### config.mk
export PLATFORM = sky130hd
export DESIGN_NAME = mcyc_clkctl
export DESIGN_NICKNAME = d
export VERILOG_FILES = /design/src/rtl/mcc_pkg.sv /design/src/rtl/mcc_cfg_reg.sv /design/src/rtl/mcc_cyc_strobe.sv /design/src/rtl/mcc_clk_out.sv /design/src/rtl/mcyc_clkctl.sv
export SDC_FILE = /design/constraint.sdc
export NUM_CORES = 1
export LEC_CHECK = 0
export ABC_AREA = 1
export BUFFER_PORTS_ARGS = -buffer_cell sky130_fd_sc_hd__clkbuf_2
export CAP_MARGIN = 30
export CORE_MARGIN = 1.5
export CORE_UTILIZATION = 30
export DETAILED_ROUTE_END_ITERATION = 7
export REMOVE_ABC_BUFFERS = 1
export SKIP_LAST_GASP = 1
export SLEW_MARGIN = 20
export SYNTH_ARGS = -nofsm -noshare
export SYNTH_HDL_FRONTEND = slang
export SYNTH_SLANG_ARGS = --single-unit
### constraint.sdc
create_clock -name clk -period 1 [get_ports clk]
set_clock_uncertainty 0.1 [all_clocks]
set_input_delay 0.2 -clock clk [delete_from_list [all_inputs] [get_ports clk]]
set_output_delay 0.2 -clock clk [all_outputs]
set_load 0.01 [all_outputs]
### src/rtl/mcc_pkg.sv
// Package of shared types and defaults for the machine-cycle and clock-out control block.
// Assumes an 8-bit register with fixed field positions that the core's software decodes.
package mcc_pkg;
    localparam int REG_W   = 8;
    localparam int TIM_W   = 3;
    localparam int TIM_LSB = 4;
    localparam int SEL_W   = 2;
    localparam int SEL_LSB = 0;
    localparam int DIV_W   = 2;
    localparam logic [TIM_W-1:0] TIM_RST = 3'd1;

    typedef enum logic [SEL_W-1:0] {
        CKO_GPIO  = 2'b00,
        CKO_FULL  = 2'b01,
        CKO_HALF  = 2'b10,
        CKO_QUART = 2'b11
    } cko_sel_e;
endpackage

### src/rtl/mcc_cfg_reg.sv
// Control register: keeps the cycle-length code and the pin-select field.
// Bits outside both fields are not stored and read back as zero.
// Assumes one write per asserted clock and no read strobe (the read is combinational).
module mcc_cfg_reg #(
    parameter int RW = 8,
    parameter int TW = 3,
    parameter int TL = 4,
    parameter int SW = 2,
    parameter int SL = 0,
    parameter logic [TW-1:0] TRST = 3'd1
) (
    input  logic          clk,
    input  logic          rst_n,
    input  logic          we,
    input  logic [RW-1:0] wdata,
    output logic [TW-1:0] tim_o,
    output logic [SW-1:0] sel_o,
    output logic [RW-1:0] rdata
);
    // Register the two fields on a write; synchronous reset to the defaults.
    always_ff @(posedge clk) begin
        if (!rst_n) begin
            tim_o <= TRST;
            sel_o <= '0;
        end else if (we) begin
            tim_o <= wdata[TL +: TW];
            sel_o <= wdata[SL +: SW];
        end
    end

    // Assemble the read value; bits that are not stored stay at zero.
    always_comb begin
        rdata = '0;
        rdata[TL +: TW] = tim_o;
        rdata[SL +: SW] = sel_o;
    end
endmodule

### src/rtl/mcc_cyc_strobe.sv
// Machine-cycle strobe generator. The strobe marks the last clock of each machine cycle.
// The active length is taken from the register only on a strobe clock, so a change
// never shortens or stretches the period already in progress.
module mcc_cyc_strobe #(
    parameter int TW = 3,
    parameter logic [TW-1:0] TRST = 3'd1
) (
    input  logic          clk,
    input  logic          rst_n,
    input  logic [TW-1:0] tim_i,
    output logic          stb
);
    logic [TW-1:0] cnt;
    logic [TW-1:0] act;

    // A boundary is reached when the counter meets the active length.
    assign stb = (cnt == act);

    // Count clocks within a cycle and load the new length at each boundary.
    always_ff @(posedge clk) begin
        if (!rst_n) begin
            cnt <= '0;
            act <= TRST;
        end else if (stb) begin
            cnt <= '0;
            act <= tim_i;
        end else begin
            cnt <= cnt + 1'b1;
        end
    end
endmodule

### src/rtl/mcc_clk_out.sv
// Pin clock source: a free-running registered divider chain and an output selector.
// The full-rate choice passes the oscillator through the selector. The divided choices
// come from flops, so no gated clock is created.
module mcc_clk_out
    import mcc_pkg::*;
#(
    parameter int DW = 2,
    parameter int SW = 2
) (
    input  logic          clk,
    input  logic          rst_n,
    input  logic [SW-1:0] sel_i,
    output logic          pin_clk,
    output logic          pin_own
);
    logic [DW-1:0] div_q;

    // Ripple-free binary count; bit k is the clock divided by 2^(k+1).
    always_ff @(posedge clk) begin
        if (!rst_n) div_q <= '0;
        else        div_q <= div_q + 1'b1;
    end

    // Choose the pin value from the select field.
    always_comb begin
        case (sel_i)
            CKO_FULL:  pin_clk = clk;
            CKO_HALF:  pin_clk = div_q[0];
            CKO_QUART: pin_clk = div_q[DW-1];
            default:   pin_clk = 1'b0;
        endcase
    end

    // Any choice other than GPIO claims the pin.
    assign pin_own = (sel_i != CKO_GPIO);
endmodule

### src/rtl/mcyc_clkctl.sv
// Top of the machine-cycle and clock-out control block: the register, the strobe
// generator and the pin clock source. Assumes clk is the free-running oscillator.
module mcyc_clkctl
    import mcc_pkg::*;
#(
    parameter int RW = REG_W,
    parameter int TW = TIM_W,
    parameter int TL = TIM_LSB,
    parameter int SW = SEL_W,
    parameter int SL = SEL_LSB,
    parameter int DW = DIV_W
) (
    input  logic          clk,
    input  logic          rst_n,
    input  logic          cfg_we,
    input  logic [RW-1:0] cfg_wdata,
    output logic [RW-1:0] cfg_rdata,
    output logic          mc_stb,
    output logic          pin_clk,
    output logic          pin_own
);
    logic [TW-1:0] tim_q;
    logic [SW-1:0] sel_q;

    mcc_cfg_reg #(.RW(RW), .TW(TW), .TL(TL), .SW(SW), .SL(SL), .TRST(TIM_RST)) u_reg (
        .clk(clk), .rst_n(rst_n), .we(cfg_we), .wdata(cfg_wdata),
        .tim_o(tim_q), .sel_o(sel_q), .rdata(cfg_rdata)
    );

    mcc_cyc_strobe #(.TW(TW), .TRST(TIM_RST)) u_stb (
        .clk(clk), .rst_n(rst_n), .tim_i(tim_q), .stb(mc_stb)
    );

    mcc_clk_out #(.DW(DW), .SW(SW)) u_cko (
        .clk(clk), .rst_n(rst_n), .sel_i(sel_q), .pin_clk(pin_clk), .pin_own(pin_own)
    );
endmodule

* After elaboration in Yosys (flattened, before gate mapping)
Index checks and enable logic that the tools add are counted.
Storage, ports and cells: memory bits (read-only) 0, memories kept 0, output and inout bits 11, bits in registers 13, bits in writable memories 0, bits in latches 0
Operators by class: reductions and logical operators 2, $lt $le $gt $ge 0, div/mod/pow operators 0, equality and inequality tests 4, shift-type cells 0, $add $sub $neg 2, muxes and demuxes 1, bitwise gates (word level) 1, multiply operators 0
Operators with widths (number):
- 2-bit equality test (second input constant) | 2
- 3-bit by 1-bit adder with 3-bit output (second input constant) | 1
- 3-bit equality test | 1
- 1-bit case mux with 3 select lines | 1
- 2-bit by 1-bit adder with 2-bit output (second input constant) | 1
- 2-bit by 1-bit equality test with 1-bit output (second input constant) | 1
- 2-bit nonzero test | 1
- 2-bit OR reduction | 1
- 1-bit NOT | 1

* Logic depth before layout (Yosys ltp)
depth after elaboration 2, mapped depth 7, mapped depth without buffers 7

* By module
From an unflattened synthesis, not the netlist that was laid out.
Second synthesis, totals: cell total of the unflattened synthesis 95, area total of the unflattened synthesis 653.1 sq um
Modules (own cells, without submodules):
- mcc_cyc_strobe | cells each 41, area each 292.8 sq um, instances 1, sequential area each 120.1 sq um
- mcc_cfg_reg | cells each 39, area each 266.5 sq um, instances 1, sequential area each 100.1 sq um
- mcc_clk_out | cells each 15, area each 93.8 sq um, instances 1, sequential area each 40.0 sq um

==> impl_metrics.env <==
export IMPL_maxSlewViolCount=0
export IMPL_cts_tree="yes"
export IMPL_rsz0062_at_grt="yes"
export IMPL_wl_met2_um=590
export IMPL_multi_input_area_um2=287.8
export IMPL_crit_required_ns=0.70
export IMPL_route_detailed_drc=0
export IMPL_synthMostInstantiatedCell="dfxtp_1"
export IMPL_setup_tns_ns=-2.804
export IMPL_violations="setup timing"
export IMPL_drv_cap=0
export IMPL_power_total_mw=2.100
export IMPL_synth_seq_cells=13
export IMPL_std_cell_rows=15
export IMPL_rrSetupSlack_ns=-0.26
export IMPL_final_area_um2=923.4
export IMPL_layoutNonFillerInstCount=136
export IMPL_ys_warn_count=0
export IMPL_synth_enable_flop_cells=0
export IMPL_dp_cells=120
export IMPL_syn_inst=76
export IMPL_insertion_delay_ns=0.37
export IMPL_status="complete, but fails checks"
export IMPL_worst_ep_arrival_time_ns=1.15
export IMPL_area_growth_syn_to_layout_pct=61.84
export IMPL_routed_wirelength_um=1186
export IMPL_setup_viol=18
export IMPL_synth_area_um2=570.5
export IMPL_first_iter_violations=8
export IMPL_io_pins=22
export IMPL_period_minus_slack_ns=1.448
export IMPL_chipHeight_um=46.61
export IMPL_syn_avg_cell_area_um2=7.507
export IMPL_async_flop_share=0
export IMPL_cp_end_kind="output pin"
export IMPL_start_util=0.3234
export IMPL_holdWs_ns=0.008455
export IMPL_met1_length_um=546
export IMPL_n_antenna_cell=0
export IMPL_grt_antenna_before_repair=0
export IMPL_grt_use_total=0.1296
export IMPL_clk_pin_slew_ns=0.08
export IMPL_reg2regPathDepth=9
export IMPL_hold_path_depth=3
export IMPL_report_final_hold_viol_count=0
export IMPL_grt_max_degree=11
export IMPL_num_nets_final=124
export IMPL_core_area_mm2=0.001764
export IMPL_hpwl_um=804.8
export IMPL_yosys_most_used_dff="dfxtp_1"
export IMPL_yosysTopAreaCell="dfxtp_1"
export IMPL_grt_pass1_vias=517
export IMPL_yosys_top_cells_area="dfxtp_1 (46%), nand2_1 (7.9%), inv_1 (7.2%)"
export IMPL_ff_latch_area_um2=279.0
export IMPL_path_class="register to output pin"
export IMPL_first_pass_iters=4
export IMPL_wl_met3_um=48
export IMPL_final_util=0.5234
export IMPL_place_area_um2=701.9
export IMPL_p_leak_nw=0.4503
export IMPL_synth_distinct_cells=16
export IMPL_ir_worst_vdd_mv=1.166
export IMPL_gp_congestion=0.6792
export IMPL_yosysTopAreaCellShare=0.4561
export IMPL_wire_per_inst_um=8.721
export IMPL_start_kind="register"
export IMPL_ys_top_cells_by_count="dfxtp_1 (13), nand2_1 (12), inv_1 (11)"
export IMPL_fin_crit_sh=1.448
export IMPL_die_w_um=46.61
export IMPL_dp_slack_ns=-0.1210
export IMPL_drive_gt1_frac=0.5135
export IMPL_synth_seq_area_share=0.4561
export IMPL_numPortBuffers=15
export IMPL_fillers=172
export IMPL_p_per_area_mw_per_mm2=2274
export IMPL_fmax_ghz=0.6908
export IMPL_setup_ws_ns=-0.4477
export IMPL_grt_overflow_total=0
export IMPL_hold_path_class="input pin to register"
export IMPL_grt_pass1_wl_um=1863
export IMPL_die_area_mm2=0.002172
export IMPL_antenna_left=0
export IMPL_top_layer="met3"
export IMPL_vias=550
export IMPL_crit_fanout=3
export IMPL_vias_per_cell=4.044
final timing paths:
kind                      from              to
setup / recovery  u_stb.cnt[1]          mc_stb
hold / removal    cfg_wdata[5]  u_reg.tim_o[1]
setup reg to reg  u_stb.act[1]    u_stb.act[1]
hold reg to reg   u_stb.act[0]    u_stb.act[0]
worst max-delay path: stages (launching register included):
cell	delay (ns)
dfxtp_2	0.34
inv_2	0.05
nand2_2	0.05
nand2_2	0.08
nand2_2	0.05
nor2_2	0.08
buf_2	0.13
per-layer routing:
layer | GRT usage | vias to the layer above
met5 | 0 | -
met4 | 0.1000 | 0
met3 | 0.05882 | 0
met2 | 0.1833 | 17
met1 | 0.1495 | 230
li1 | - | 303
sequential cells by signal, indices dropped and copies added, names as in the netlist:
signal,cells
u_cko.div_q,2
u_reg.sel_o,2
u_reg.tim_o,3
u_stb.act,3
u_stb.cnt,3
cell type report:
| cell class | instances | share of cell area |
|---|---|---|
| multi-input combinational | 50 | 0.3117 |
| sequential | 13 | 0.3022 |
| timing repair buffer | 29 | 0.2466 |
| clock buffer | 8 | 0.05827 |
| inverter | 11 | 0.04743 |
| tap | 25 | 0.03388 |
power by group:
| group | internal, mW | switching (mW) |
|---|---|---|
| registers | 0.625 | 0.0825 |
| clock network | 0.299 | 0.211 |
| logic | 0.465 | 0.418 |
cells in the final DEF (no fill, tap or decap), drive strengths merged:
master | synthesis | final
inv | 11 | 11
dfxtp | 13 | 13
conb | 1 | 3
nand3 | 4 | 4
ha | 1 | 1
o21ai | 6 | 6
dlygate4sd3 | 0 | 4
buf | 4 | 19
nor2 | 11 | 11
clkbuf | 0 | 14
xor2 | 1 | 1
nand2 | 15 | 15
xnor2 | 3 | 3
nand4 | 2 | 2
a21oi | 4 | 4
what timing repair did:
item,in CTS,in global routing
buffers inserted,4,1
endpoints found under the hold margin,2,1
resized for setup,18,24
pin swaps,3,5
hold buffers,3,1
endpoints found under the setup margin,18,18
cells by family (layout without fill, tap and decap cells):
| logic type | Yosys count | after routing | share of synthesized area |
|---|---|---|---|
| other cells | 1 | 3 | 0.006573 |
| fa+ha+maj | 1 | 1 | 0.02193 |
| buf+inv | 15 | 48 | 0.1206 |
| xor+xnor | 4 | 4 | 0.06141 |
| flops | 13 | 13 | 0.4561 |
| compound gates | 10 | 10 | 0.08772 |
| simple gates | 32 | 32 | 0.2456 |
Power figures use the tool's default switching activity.
